===== config.mk =====
export PLATFORM = sky130hd
export DESIGN_NAME = pkt_lbus_master
export DESIGN_NICKNAME = d
export VERILOG_FILES = /design/src/rtl/lbm_pkg.sv /design/src/rtl/lbm_hdr.sv /design/src/rtl/lbm_word_asm.sv /design/src/rtl/lbm_rd_ser.sv /design/src/rtl/pkt_lbus_master.sv
export SDC_FILE = /design/constraint.sdc
export NUM_CORES = 1
export LEC_CHECK = 0
export BUFFER_PORTS_ARGS = -buffer_cell sky130_fd_sc_hd__buf_2
export CORE_MARGIN = 4
export CORE_UTILIZATION = 60
export DETAILED_ROUTE_END_ITERATION = 12
export PLACE_DENSITY = 0.82
export SLEW_MARGIN = 40
export SYNTH_ARGS = -nofsm -noshare
export SYNTH_HDL_FRONTEND = slang
export SYNTH_HIERARCHICAL = 1
export SYNTH_SLANG_ARGS = --single-unit
export TNS_END_PERCENT = 20

===== constraint.sdc =====
create_clock -name clk -period 5 [get_ports clk]
set_input_delay 0.25 -clock clk [delete_from_list [all_inputs] [get_ports clk]]
set_output_delay 0.25 -clock clk [all_outputs]
set_load 0.005 [all_outputs]

===== src/rtl/lbm_pkg.sv =====
package lbm_pkg;

   localparam int unsigned BYTE_W = 8;

   // packet progress as seen by the bus control
   typedef enum logic [1:0] {
      PH_IDLE,
      PH_ADDR,
      PH_BODY,
      PH_SKIP
   } phase_e;

   // decoded command: read or write, fixed or incrementing address
   typedef struct packed {
      logic is_rd;
      logic fixed;
   } op_t;

   function automatic logic cmd_known(input logic [3:0] c);
      return (c[3:2] == 2'b00);
   endfunction

endpackage


===== src/rtl/lbm_hdr.sv =====
module lbm_hdr
   import lbm_pkg::*;
#(
   parameter logic [7:0] LEAD_BYTE = 8'hF0,
   parameter logic [3:0] UNIT_ID   = 4'h0
)(
   input  logic       clk,
   input  logic       rst,
   input  logic       in_start,
   input  logic       in_valid,
   input  logic [7:0] in_byte,
   input  logic       in_stop,
   output logic       pay_valid,
   output op_t        op
);

   localparam int unsigned IDX_W = 3;
   localparam logic [IDX_W-1:0] IDX_SEL = IDX_W'(2);
   localparam logic [IDX_W-1:0] IDX_PAY = IDX_W'(4);

   logic             active_q, ok_q;
   logic [IDX_W-1:0] idx_q;
   op_t              op_q;

   logic             act_c, ok_c, take_c;
   logic [IDX_W-1:0] idx_c;

   always_comb begin
      act_c     = in_start | active_q;
      idx_c     = in_start ? '0 : idx_q;
      ok_c      = in_start ? 1'b1 : ok_q;
      take_c    = act_c & in_valid;
      pay_valid = take_c && (idx_c == IDX_PAY) && ok_c;
   end

   always_ff @(posedge clk) begin
      if (rst) begin
         active_q <= 1'b0;
         idx_q    <= '0;
         ok_q     <= 1'b0;
         op_q     <= '0;
      end else begin
         active_q <= act_c & ~in_stop;
         idx_q    <= idx_c;
         ok_q     <= ok_c;
         if (take_c && (idx_c != IDX_PAY)) begin
            idx_q <= idx_c + IDX_W'(1);
            if ((idx_c == '0) && (in_byte != LEAD_BYTE))
               ok_q <= 1'b0;
            if (idx_c == IDX_SEL) begin
               if ((in_byte[7:4] != UNIT_ID) || !cmd_known(in_byte[3:0]))
                  ok_q <= 1'b0;
               op_q.is_rd <= in_byte[0];
               op_q.fixed <= in_byte[1];
            end
         end
      end
   end

   assign op = op_q;

endmodule


===== src/rtl/lbm_word_asm.sv =====
module lbm_word_asm
   import lbm_pkg::*;
#(
   parameter int unsigned DATA_W    = 32,
   parameter bit          MSB_FIRST = 1'b1
)(
   input  logic              clk,
   input  logic              rst,
   input  logic              clr,
   input  logic              byte_valid,
   input  logic [7:0]        byte_in,
   output logic              word_stb,
   output logic [DATA_W-1:0] word,
   output logic              partial_next
);

   localparam int unsigned NB    = DATA_W / BYTE_W;
   localparam int unsigned CNT_W = $clog2(NB);
   localparam logic [CNT_W-1:0] LAST = CNT_W'(NB - 1);

   logic [DATA_W-BYTE_W-1:0] hold_q, hold_n;
   logic [CNT_W-1:0]         cnt_q, cnt_c;

   generate
      if (MSB_FIRST) begin : g_msb
         assign word   = {hold_q, byte_in};
         assign hold_n = word[DATA_W-BYTE_W-1:0];
      end else begin : g_lsb
         assign word   = {byte_in, hold_q};
         assign hold_n = word[DATA_W-1:BYTE_W];
      end
   endgenerate

   always_comb begin
      word_stb = byte_valid && (cnt_q == LAST);
      cnt_c    = cnt_q;
      if (byte_valid)
         cnt_c = (cnt_q == LAST) ? '0 : cnt_q + CNT_W'(1);
      partial_next = (cnt_c != '0);
   end

   always_ff @(posedge clk) begin
      if (rst) begin
         cnt_q  <= '0;
         hold_q <= '0;
      end else begin
         cnt_q <= clr ? '0 : cnt_c;
         if (byte_valid)
            hold_q <= hold_n;
      end
   end

endmodule


===== src/rtl/lbm_rd_ser.sv =====
module lbm_rd_ser
   import lbm_pkg::*;
#(
   parameter int unsigned DATA_W    = 32,
   parameter bit          MSB_FIRST = 1'b1
)(
   input  logic              clk,
   input  logic              rst,
   input  logic              load,
   input  logic [DATA_W-1:0] word_in,
   output logic              out_valid,
   output logic [7:0]        out_byte,
   output logic              busy
);

   localparam int unsigned NB   = DATA_W / BYTE_W;
   localparam int unsigned LW   = $clog2(NB + 1);
   localparam logic [LW-1:0] FULL = LW'(NB);

   logic [DATA_W-1:0] sh_q, sh_n;
   logic [LW-1:0]     left_q;

   generate
      if (MSB_FIRST) begin : g_msb
         assign out_byte = sh_q[DATA_W-1 -: BYTE_W];
         assign sh_n     = {sh_q[DATA_W-BYTE_W-1:0], {BYTE_W{1'b0}}};
      end else begin : g_lsb
         assign out_byte = sh_q[BYTE_W-1:0];
         assign sh_n     = {{BYTE_W{1'b0}}, sh_q[DATA_W-1:BYTE_W]};
      end
   endgenerate

   always_ff @(posedge clk) begin
      if (rst) begin
         sh_q   <= '0;
         left_q <= '0;
      end else if (load) begin
         sh_q   <= word_in;
         left_q <= FULL;
      end else if (left_q != '0) begin
         sh_q   <= sh_n;
         left_q <= left_q - LW'(1);
      end
   end

   assign out_valid = (left_q != '0);
   assign busy      = out_valid;

endmodule


===== src/rtl/pkt_lbus_master.sv =====
module pkt_lbus_master
   import lbm_pkg::*;
#(
   parameter int unsigned ADDR_W    = 32,
   parameter int unsigned DATA_W    = 32,
   parameter int unsigned CNT_W     = 32,
   parameter int unsigned ADDR_STEP = 4,
   parameter bit          MSB_FIRST = 1'b1,
   parameter logic [7:0]  LEAD_BYTE = 8'hF0,
   parameter logic [3:0]  UNIT_ID   = 4'h0
)(
   input  logic              clk,
   input  logic              rst,
   input  logic              in_start,
   input  logic              in_valid,
   input  logic [7:0]        in_byte,
   input  logic              in_stop,
   output logic [ADDR_W-1:0] lb_addr,
   output logic [DATA_W-1:0] lb_wdata,
   output logic              lb_wr,
   output logic              lb_rd,
   input  logic [DATA_W-1:0] lb_rdata,
   input  logic              lb_ack,
   output logic              out_valid,
   output logic [7:0]        out_byte
);

   localparam logic [ADDR_W-1:0] STEP = ADDR_W'(ADDR_STEP);

   generate
      if ((DATA_W % BYTE_W) != 0 || (DATA_W / BYTE_W) < 2) begin : g_bad_data
         $error("DATA_W must be a multiple of 8 and hold at least two bytes");
      end
      if (ADDR_W > DATA_W) begin : g_bad_addr
         $error("ADDR_W must not exceed DATA_W");
      end
      if (CNT_W > DATA_W || CNT_W == 0) begin : g_bad_cnt
         $error("CNT_W must lie in 1..DATA_W");
      end
   endgenerate

   logic              pay_valid;
   op_t               op;
   logic              word_stb, partial_next;
   logic [DATA_W-1:0] word;
   logic              ser_busy;

   phase_e            phase_q;
   logic [ADDR_W-1:0] addr_q;
   logic [CNT_W-1:0]  rd_left_q;
   logic [ADDR_W-1:0] step_c;
   logic              rd_go;

   lbm_hdr #(
      .LEAD_BYTE (LEAD_BYTE),
      .UNIT_ID   (UNIT_ID)
   ) u_hdr (
      .clk       (clk),
      .rst       (rst),
      .in_start  (in_start),
      .in_valid  (in_valid),
      .in_byte   (in_byte),
      .in_stop   (in_stop),
      .pay_valid (pay_valid),
      .op        (op)
   );

   lbm_word_asm #(
      .DATA_W    (DATA_W),
      .MSB_FIRST (MSB_FIRST)
   ) u_asm (
      .clk          (clk),
      .rst          (rst),
      .clr          (in_start | in_stop),
      .byte_valid   (pay_valid),
      .byte_in      (in_byte),
      .word_stb     (word_stb),
      .word         (word),
      .partial_next (partial_next)
   );

   lbm_rd_ser #(
      .DATA_W    (DATA_W),
      .MSB_FIRST (MSB_FIRST)
   ) u_ser (
      .clk       (clk),
      .rst       (rst),
      .load      (lb_rd & lb_ack),
      .word_in   (lb_rdata),
      .out_valid (out_valid),
      .out_byte  (out_byte),
      .busy      (ser_busy)
   );

   always_comb begin
      step_c = op.fixed ? '0 : STEP;
      rd_go  = !lb_rd && !lb_wr && (rd_left_q != '0) && !ser_busy;
   end

   always_ff @(posedge clk) begin
      if (rst) begin
         phase_q   <= PH_IDLE;
         addr_q    <= '0;
         rd_left_q <= '0;
         lb_addr   <= '0;
         lb_wdata  <= '0;
         lb_wr     <= 1'b0;
         lb_rd     <= 1'b0;
      end else begin
         if (lb_wr && lb_ack) lb_wr <= 1'b0;
         if (lb_rd && lb_ack) lb_rd <= 1'b0;

         if (rd_go) begin
            lb_rd     <= 1'b1;
            lb_addr   <= addr_q;
            addr_q    <= addr_q + step_c;
            rd_left_q <= rd_left_q - CNT_W'(1);
         end

         if (word_stb) begin
            unique case (phase_q)
               PH_ADDR: begin
                  addr_q  <= word[ADDR_W-1:0];
                  phase_q <= PH_BODY;
               end
               PH_BODY: begin
                  if (op.is_rd) begin
                     rd_left_q <= word[CNT_W-1:0];
                     phase_q   <= PH_SKIP;
                  end else begin
                     lb_wr    <= 1'b1;
                     lb_addr  <= addr_q;
                     lb_wdata <= word;
                     addr_q   <= addr_q + step_c;
                  end
               end
               default: ;
            endcase
         end

         if (in_start) begin
            phase_q   <= PH_ADDR;
            rd_left_q <= '0;
         end
         if (in_stop)
            phase_q <= PH_IDLE;
      end
   end

endmodule


==> results of run 1 <==
## stage by stage
| step | cell area [um^2] | setup WS, ns | std cells |
|---|---|---|---|
| floorplan | 10000 | 1.95 | 1158 |
| global placement | 10400 | 1.64 | 1400 |
| detailed placement | 10400 | 1.42 | 1400 |
| CTS | 11000 | 1.50 | 1431 |
| global route | 11000 | 1.09 | 1432 |
| finish | 11000 | 1.41 | 1432 |
## worst paths after layout
check,to,depth (start not counted),start
setup / recovery,addr_q[29],12,u_hdr/idx_q[1]
hold / removal,u_hdr/active_q,2,in_stop
setup reg to reg,addr_q[29],12,u_hdr/idx_q[1]
hold reg to reg,lb_addr[25],2,lb_addr[25]
## routing by layer
layer	vias to the layer above	routed length, um
met4	0	699
met5	-	0
met3	65	1910
met1	4079	10900
met2	351	11900
li1	4148	-
## where the power goes
part	switching (mW)	internal, mW	leakage [nW]
logic	1.86	1.09	2.10
registers	0.160	1.78	1.62
clock network	0.628	0.810	0.302
total	2.65	3.67	4.02
## layout make-up
type / instances / area [um^2]
Inverter: 20 / 75.1
Fill cell: 1288 / 5080
Clock inverter: 12 / 166
Timing Repair Buffer: 132 / 704
Sequential cell: 200 / 4000
Multi-Input combinational cell: 833 / 5370
Tap cell: 216 / 270
Clock buffer: 19 / 443
## worst max-delay path, cell delays in order, from the launching register on
cell and delay [ns]:
dfxtp_1 0.31, nor2b_1 0.16, inv_1 0.10, ha_1 0.20, nand4_1 0.12, nor2_2 0.09, buf_4 0.39, and2_1 0.43
nor2b_1 0.43, a21o_1 0.61, nor2_1 0.11, o21ai_0 0.26, o221ai_1 0.20
## state kept, by name, summed over array words and instances, names as in the netlist, 2 cells and up
register,count
u_ser/sh_q,32
lb_wdata,32
addr_q,32
u_hdr/op,2
rd_left_q,32
u_asm/hold_q,24
u_ser/left_q,3
u_asm/cnt_q,2
u_hdr/idx_q,3
phase_q,2
lb_addr,32
==> results.sh, run 1 <==
export IMPL_drv_cap=0
export IMPL_core_um2=16100
export IMPL_worst_slew_margin_rel_pct=45.8
export IMPL_io_pin_count=121
export IMPL_rsz0062_at_grt="no"
export IMPL_drtPass1Iterations=6
export IMPL_clock_latency_ns=0.44
export IMPL_initial_core_util_pct=62.2
export IMPL_cp_max_fo=28
export IMPL_synth_avg_cell_area_um2=8.65
export IMPL_tightest_slew_ns=0.813
export IMPL_routed_wirelength_mm=25.4
export IMPL_holdBufCountCts=0
export IMPL_rows=46
export IMPL_dp_hpwl_mm=16.8
export IMPL_arrival_ns=3.86
export IMPL_synth_cells=1158
export IMPL_setup_viol=0
export IMPL_worstSetupEndpointType="flop"
export IMPL_cts_htree_levels=4
export IMPL_dieWidth_um=137
export IMPL_power_density_nw_per_um2=573
export IMPL_status="completed"
export IMPL_grt_max_degree=91
export IMPL_grt_util_met1_pct=36.5
export IMPL_grt_use_total_pct=27.0
export IMPL_postRouteAntennaNets=0
export IMPL_synthesis_nets=1218
export IMPL_setup_tns_ns=0
export IMPL_die_height_um=137
export IMPL_drt_initial_drc_count=778
export IMPL_via_per_inst=6.04
export IMPL_path_clk_slew_ns=0.07
export IMPL_area_growth_pct=10.1
export IMPL_crit_type="reg -> reg"
export IMPL_wl_per_cell_um=17.8
export IMPL_tritoncts="done"
export IMPL_postCtsResizedCells=0
export IMPL_final_cell_mix="dfxtp_1 (200), nand2_1 (140), buf_2 (119), a21oi_1 (110), nor2_1 (69)"
export IMPL_hold_class="in -> reg"
export IMPL_cts_root_buf="clkbuf_16"
export IMPL_post_cts_buffers=0
export IMPL_numCtsBuffers=17
export IMPL_period_share_pct=71.8
export IMPL_final_min_clock_period_ns=3.59
export IMPL_antenna_found_initial=0
export IMPL_reg2reg_slack_ns=1.41
export IMPL_post_route_drc_count=0
export IMPL_drive_above_1_share_pct=17.8
export IMPL_grt_pass1_vias=8081
export IMPL_numPortBuffers=120
export IMPL_p_total_mw=6.32
export IMPL_fin_util_pct=68.5
export IMPL_fp_dieArea_um2=18800
export IMPL_gr_total_overflow=0
export IMPL_skew_ns=0.0122
export IMPL_max_freq_ghz=0.278
export IMPL_gp_congestion=0.868
export IMPL_grt_use_met3_pct=4.82
export IMPL_grt_busiest_layer="met2"
export IMPL_leakagePower_nw=4.02
export IMPL_max_vdd_ir_drop_mv=0.553
export IMPL_syn_area_um2=10000
export IMPL_n_antenna_cell=0
export IMPL_cts_buffer_depth=2
export IMPL_via_count=8643
export IMPL_gr_usage_met2_pct=43.4
export IMPL_cts_sinks=200
export IMPL_hold_violations=0
export IMPL_grt_first_pass_wirelength_mm=40.7
export IMPL_worstPathRequired_ns=5.27
export IMPL_hold_slack_ns=0.0549
export IMPL_final_common_cell="dfxtp_1"
export IMPL_yosysWarnings=6
export IMPL_slew_violations=0
export IMPL_fin_nets=1264
export IMPL_crit_path_start_kind="flop"
No activity file was read; power rests on OpenSTA's default activity.
==> inputs of run 2 (changes only) <==
- CORE_UTILIZATION: 60 -> 59
- PLACE_DENSITY: 0.82 -> 0.81
- clock period: 5 -> 3.4 ns (I/O delays scaled with it)
==> results.sh, run 2 (synthesis results as in run 1) <==
export IMPL_rsz0062_at_grt="no"
export IMPL_numCtsBuffers=17
export IMPL_leakagePower_nw=4.07
export IMPL_area_growth_pct=11.5
export IMPL_worstPathRequired_ns=3.73
export IMPL_finalNonFillerCells=1452
export IMPL_final_cell_mix="dfxtp_1 (200), nand2_1 (140), buf_2 (119), a21oi_1 (110), nor2_1 (70)"
export IMPL_dieWidth_um=138
export IMPL_cts_root_buf="clkbuf_16"
export IMPL_setup_ws_ns=0.580
export IMPL_cts_htree_levels=4
export IMPL_post_route_drc_count=0
export IMPL_wl_per_cell_um=17.4
export IMPL_drive_above_1_share_pct=18.1
export IMPL_rows=47
export IMPL_routed_wirelength_mm=25.2
export IMPL_final_min_clock_period_ns=2.82
export IMPL_core_um2=16600
export IMPL_numPortBuffers=120
export IMPL_hold_violations=0
export IMPL_r2r_cells=10
export IMPL_hold_depth=3
export IMPL_setup_viol=0
export IMPL_skew_ns=0.0114
export IMPL_antenna_found_initial=0
export IMPL_path_clk_slew_ns=0.07
export IMPL_placed_cells_incl_taps=1411
export IMPL_io_pin_count=121
export IMPL_grt_first_pass_wirelength_mm=41.2
export IMPL_slew_violations=0
export IMPL_n_antenna_cell=0
export IMPL_worstSetupEndpointType="flop"
export IMPL_hold_class="in -> reg"
export IMPL_period_share_pct=82.9
export IMPL_die_height_um=138
export IMPL_max_freq_ghz=0.355
export IMPL_tritoncts="done"
export IMPL_gr_total_overflow=0
export IMPL_arrival_ns=3.15
export IMPL_via_count=8597
export IMPL_dp_hpwl_mm=16.7
export IMPL_fillers=1340
export IMPL_postCtsResizedCells=0
export IMPL_cts_sinks=200
export IMPL_post_cts_buffers=0
export IMPL_crit_path_start_kind="flop"
export IMPL_drv_cap=0
export IMPL_drtPass1Iterations=5
export IMPL_grt_max_degree=84
export IMPL_worst_slew_margin_rel_pct=46.5
export IMPL_max_vdd_ir_drop_mv=0.716
export IMPL_initial_core_util_pct=60.4
export IMPL_crit_type="reg -> reg"
export IMPL_fp_dieArea_um2=19100
export IMPL_grt_use_total_pct=25.6
export IMPL_p_total_mw=9.23
export IMPL_power_density_nw_per_um2=826
export IMPL_grt_pass1_vias=8114
export IMPL_status="completed"
export IMPL_postRouteAntennaNets=0
export IMPL_cp_max_fo=11
export IMPL_clock_latency_ns=0.44
export IMPL_fin_nets=1279
export IMPL_pre_cts_slack_ns=0.592
export IMPL_gp_congestion=0.872
export IMPL_via_per_inst=5.92
export IMPL_tightest_slew_ns=0.803
export IMPL_setup_tns_ns=0
export IMPL_drt_initial_drc_count=670
export IMPL_cts_buffer_depth=2
export IMPL_final_common_cell="dfxtp_1"
[run 2: cell count changes in the layout (fill, tap and decap cells not counted)]
| cell | change |
|---|---|
| dlygate4sd3_1 | +9 |
| buf_4 | +5 |
| clkinvlp_4 | +3 |
| buf_12 | +2 |
| inv_6 | +2 |
| buf_8 | -1 |
| bufinv_16 | -1 |
| clkbuf_1 | -1 |
| clkinv_2 | -1 |
| inv_8 | -1 |
| nand3_2 | +1 |
| nand3_4 | -1 |
| nor2_1 | +1 |
| nor2_2 | -1 |
[run 2: timing repair]
| item | 4_1_cts | 5_1_grt |
|---|---|---|
| hold buffers | 9 | 0 |
| setup endpoints to repair | 0 | 0 |
| hold endpoints to repair | 11 | 0 |
[run 2: path summary, 6_finish.rpt]
check | slack, ns | startpoint | to
max | 0.58 | u_ser/left_q[0] | rd_left_q[18]
min | 0.02 | lb_rdata[25] | u_ser/sh_q[25]
max reg2reg | 0.58 | u_ser/left_q[0] | rd_left_q[18]
min reg2reg | 0.45 | lb_addr[29] | lb_addr[29]
[run 2: power breakdown]
group / switching [mW] / internal [mW] / leakage (nW)
Clock: 0.947 / 1.12 / 0.286
Sequential: 0.238 / 2.61 / 1.62
Combinational: 2.71 / 1.61 / 2.17
Total: 3.89 / 5.34 / 4.07
[run 2: per-stage QoR]
step / cell area (um^2) / hold WS (ns) / util (%)
6_report: 11200 / 0.0171 / 67.4
4_1_cts: 11200 / 0.00428 / 67.3
2_1_floorplan: 10000 / 0.240 / -
3_3_place_gp: 10500 / 0.399 / 63.2
3_5_place_dp: 10500 / 0.399 / 63.2
5_1_grt: 11200 / 0.0173 / 67.4
[run 2: cell type report]
cell class              count  area (um^2)  area share, %
clock buffers              18          439           3.93
well taps                 220          275           2.46
repair buffers            147          857           7.67
multi-input cells         833         5360           48.0
flip-flops and latches    200         4000           35.8
inverters                  20         75.1          0.672
clock inverters            14          160           1.43
[run 2: metal layers]
metal  part of all wire (%)  track usage [%]  vias up  wire, um
li1                       -                -     4196         -
met3                    6.7             4.87       52      1700
met4                    2.4             8.79        0       597
met5                      0                0        -         0
met1                     45             34.7     4064     11200
met2                     46             41.3      285     11700
[run 2: critical path, stage by stage, from the launching register on]
cell and delay (ns):
dfxtp_1 0.32, inv_1 0.06, ha_1 0.17, ha_2 0.19, inv_1 0.06, or3_2 0.57
nor4b_4 0.34, o211ai_2 0.32, or4_1 0.49, a21oi_1 0.15, nor2_1 0.05
==> inputs of run 3 (changes only) <==
- CORE_UTILIZATION: 59 -> 53
- PLACE_DENSITY: 0.81 -> 0.77
- clock period: 3.4 -> 2.5 ns (I/O delays scaled with it)
==> results.sh, run 3 (synthesis results as in run 1) <==
export IMPL_design_area_um2=11700
export IMPL_crit_path_start_kind="flop"
export IMPL_drv_cap=0
export IMPL_period_share_pct=96.1
export IMPL_gr_total_overflow=0
export IMPL_cts_root_buf="clkbuf_16"
export IMPL_grt_max_degree=72
export IMPL_clock_latency_ns=0.44
export IMPL_grt_use_total_pct=24.7
export IMPL_worstPathCellList="inv_1, ha_2, ha_2, inv_1, or3_4, nor4b_4, o211ai_2, or4_4, a21oi_2, nor2_1"
export IMPL_area_growth_pct=17.2
export IMPL_dp_hpwl_mm=17.6
export IMPL_path_clk_slew_ns=0.07
export IMPL_drtPass1Iterations=6
export IMPL_routed_wirelength_mm=26.9
export IMPL_skew_ns=0.0130
export IMPL_final_min_clock_period_ns=2.40
export IMPL_io_pin_count=121
export IMPL_numCtsBuffers=17
export IMPL_die_height_um=145
export IMPL_fin_util_pct=63.0
export IMPL_drt_initial_drc_count=870
export IMPL_max_vdd_ir_drop_mv=1.03
export IMPL_ff_latch_area_um2=4010
export IMPL_power_density_nw_per_um2=1150
export IMPL_postRouteAntennaNets=0
export IMPL_antenna_found_initial=0
export IMPL_grt_pass1_vias=8423
export IMPL_status="completed"
export IMPL_fp_dieArea_um2=21200
export IMPL_tritoncts="done"
export IMPL_worstPathRequired_ns=2.83
export IMPL_slew_violations=0
export IMPL_crit_buf_inv=2
export IMPL_core_um2=18600
export IMPL_cts_sinks=200
export IMPL_placed_cell_area_um2=10700
export IMPL_crit_type="reg -> reg"
export IMPL_wl_per_cell_um=17.7
export IMPL_worstSetupEndpointType="flop"
export IMPL_via_count=8928
export IMPL_numPortBuffers=120
export IMPL_multi_input_area_um2=5470
export IMPL_setup_viol=0
export IMPL_via_per_inst=5.87
export IMPL_rows=50
export IMPL_max_freq_ghz=0.416
export IMPL_grt_first_pass_wirelength_mm=43.6
export IMPL_post_route_drc_count=0
export IMPL_arrival_ns=2.73
export IMPL_cp_max_fo=5
export IMPL_gp_congestion=0.907
export IMPL_slowest_delay_ns=0.44
export IMPL_drive_above_1_share_pct=21.3
export IMPL_n_antenna_cell=0
export IMPL_cts_buffer_depth=2
export IMPL_p_total_mw=13.5
export IMPL_critPathTopFamily="simple AND/OR/NAND/NOR gates"
export IMPL_tightest_slew_ns=0.542
export IMPL_hold_class="in -> reg"
export IMPL_rsz0062_at_grt="yes"
export IMPL_final_cell_mix="dfxtp_1 (199), nand2_1 (140), buf_2 (119), a21oi_1 (109), nor2_1 (70)"
export IMPL_cts_htree_levels=4
export IMPL_initial_core_util_pct=53.7
export IMPL_final_common_cell="dfxtp_1"
export IMPL_dieWidth_um=145
export IMPL_fin_nets=1334
export IMPL_leakagePower_nw=4.35
export IMPL_worst_slew_margin_rel_pct=63.8
export IMPL_fillers=1535
export IMPL_slowest_stage="or4_4"
export IMPL_hold_violations=0
run 3: cell types whose count changed in the layout (fill, tap and decap cells not counted), sizes merged:
cell and change:
dlygate4sd3 +22, buf +33, clkinv +3, bufinv -2
inv +1, clkinvlp -2
run 3: area by class of cell:
cell class | count | share of cell area (%)
clock inverter | 14 | 1.13
tap | 234 | 2.49
multi-input combinational | 833 | 46.5
clock buffer | 18 | 3.65
timing repair buffer | 202 | 11.4
sequential | 200 | 34.1
inverter | 20 | 0.639
run 3: final timing paths:
check / startpoint / to / slack (ns) / cells past startpoint
hold / removal: in_byte[4] / lb_wdata[4] / 0.005 / 3
setup reg to reg: u_ser/left_q[0] / rd_left_q[18] / 0.1 / 10
setup / recovery: u_ser/left_q[0] / rd_left_q[18] / 0.1 / 10
hold reg to reg: lb_wdata[19] / lb_wdata[19] / 0.45 / 2
run 3: worst register-to-register path, stage by stage, from the launching register on:
cell      delay [ns]
dfxtp_1         0.32
inv_1           0.06
ha_2            0.17
ha_2            0.17
inv_1           0.05
or3_4           0.38
nor4b_4         0.35
o211ai_2        0.19
or4_4           0.44
a21oi_2         0.12
nor2_1          0.05
run 3: per-layer routing:
layer  global-route usage (%)  share of wire, %  routed length, um
met5                        0                 0                  0
met4                     8.50               2.7                731
met3                     4.89               6.7               1810
met2                     40.4                47              12700
met1                     32.8                43              11700
run 3: what timing repair did:
item,CTS,global route
endpoints found under the setup margin,0,48
buffers inserted,0,3
hold buffers,31,0
endpoints found under the hold margin,34,0
resized for setup,0,23
run 3: report_power, final:
part / internal [mW] / leakage [nW] / switching, mW / total, mW
combinational: 2.79 / 2.46 / 4.10 / 6.89
sequential: 3.56 / 1.62 / 0.334 / 3.89
clock: 1.32 / 0.274 / 1.35 / 2.67
run 3: through the flow:
stage | TNS (ns) | hold slack [ns] | instances | worst slack (ns)
finish | 0 | 0.00532 | 1521 | 0.0976
global route | -0.0915 | 0.00976 | 1521 | -0.0327
CTS | 0 | 0.000531 | 1518 | 0.0379
detailed placement | 0 | 0.372 | 1455 | 0.0633
global placement | 0 | 0.366 | 1455 | 0.134
floorplan | -0.0164 | 0.195 | 1158 | -0.00747
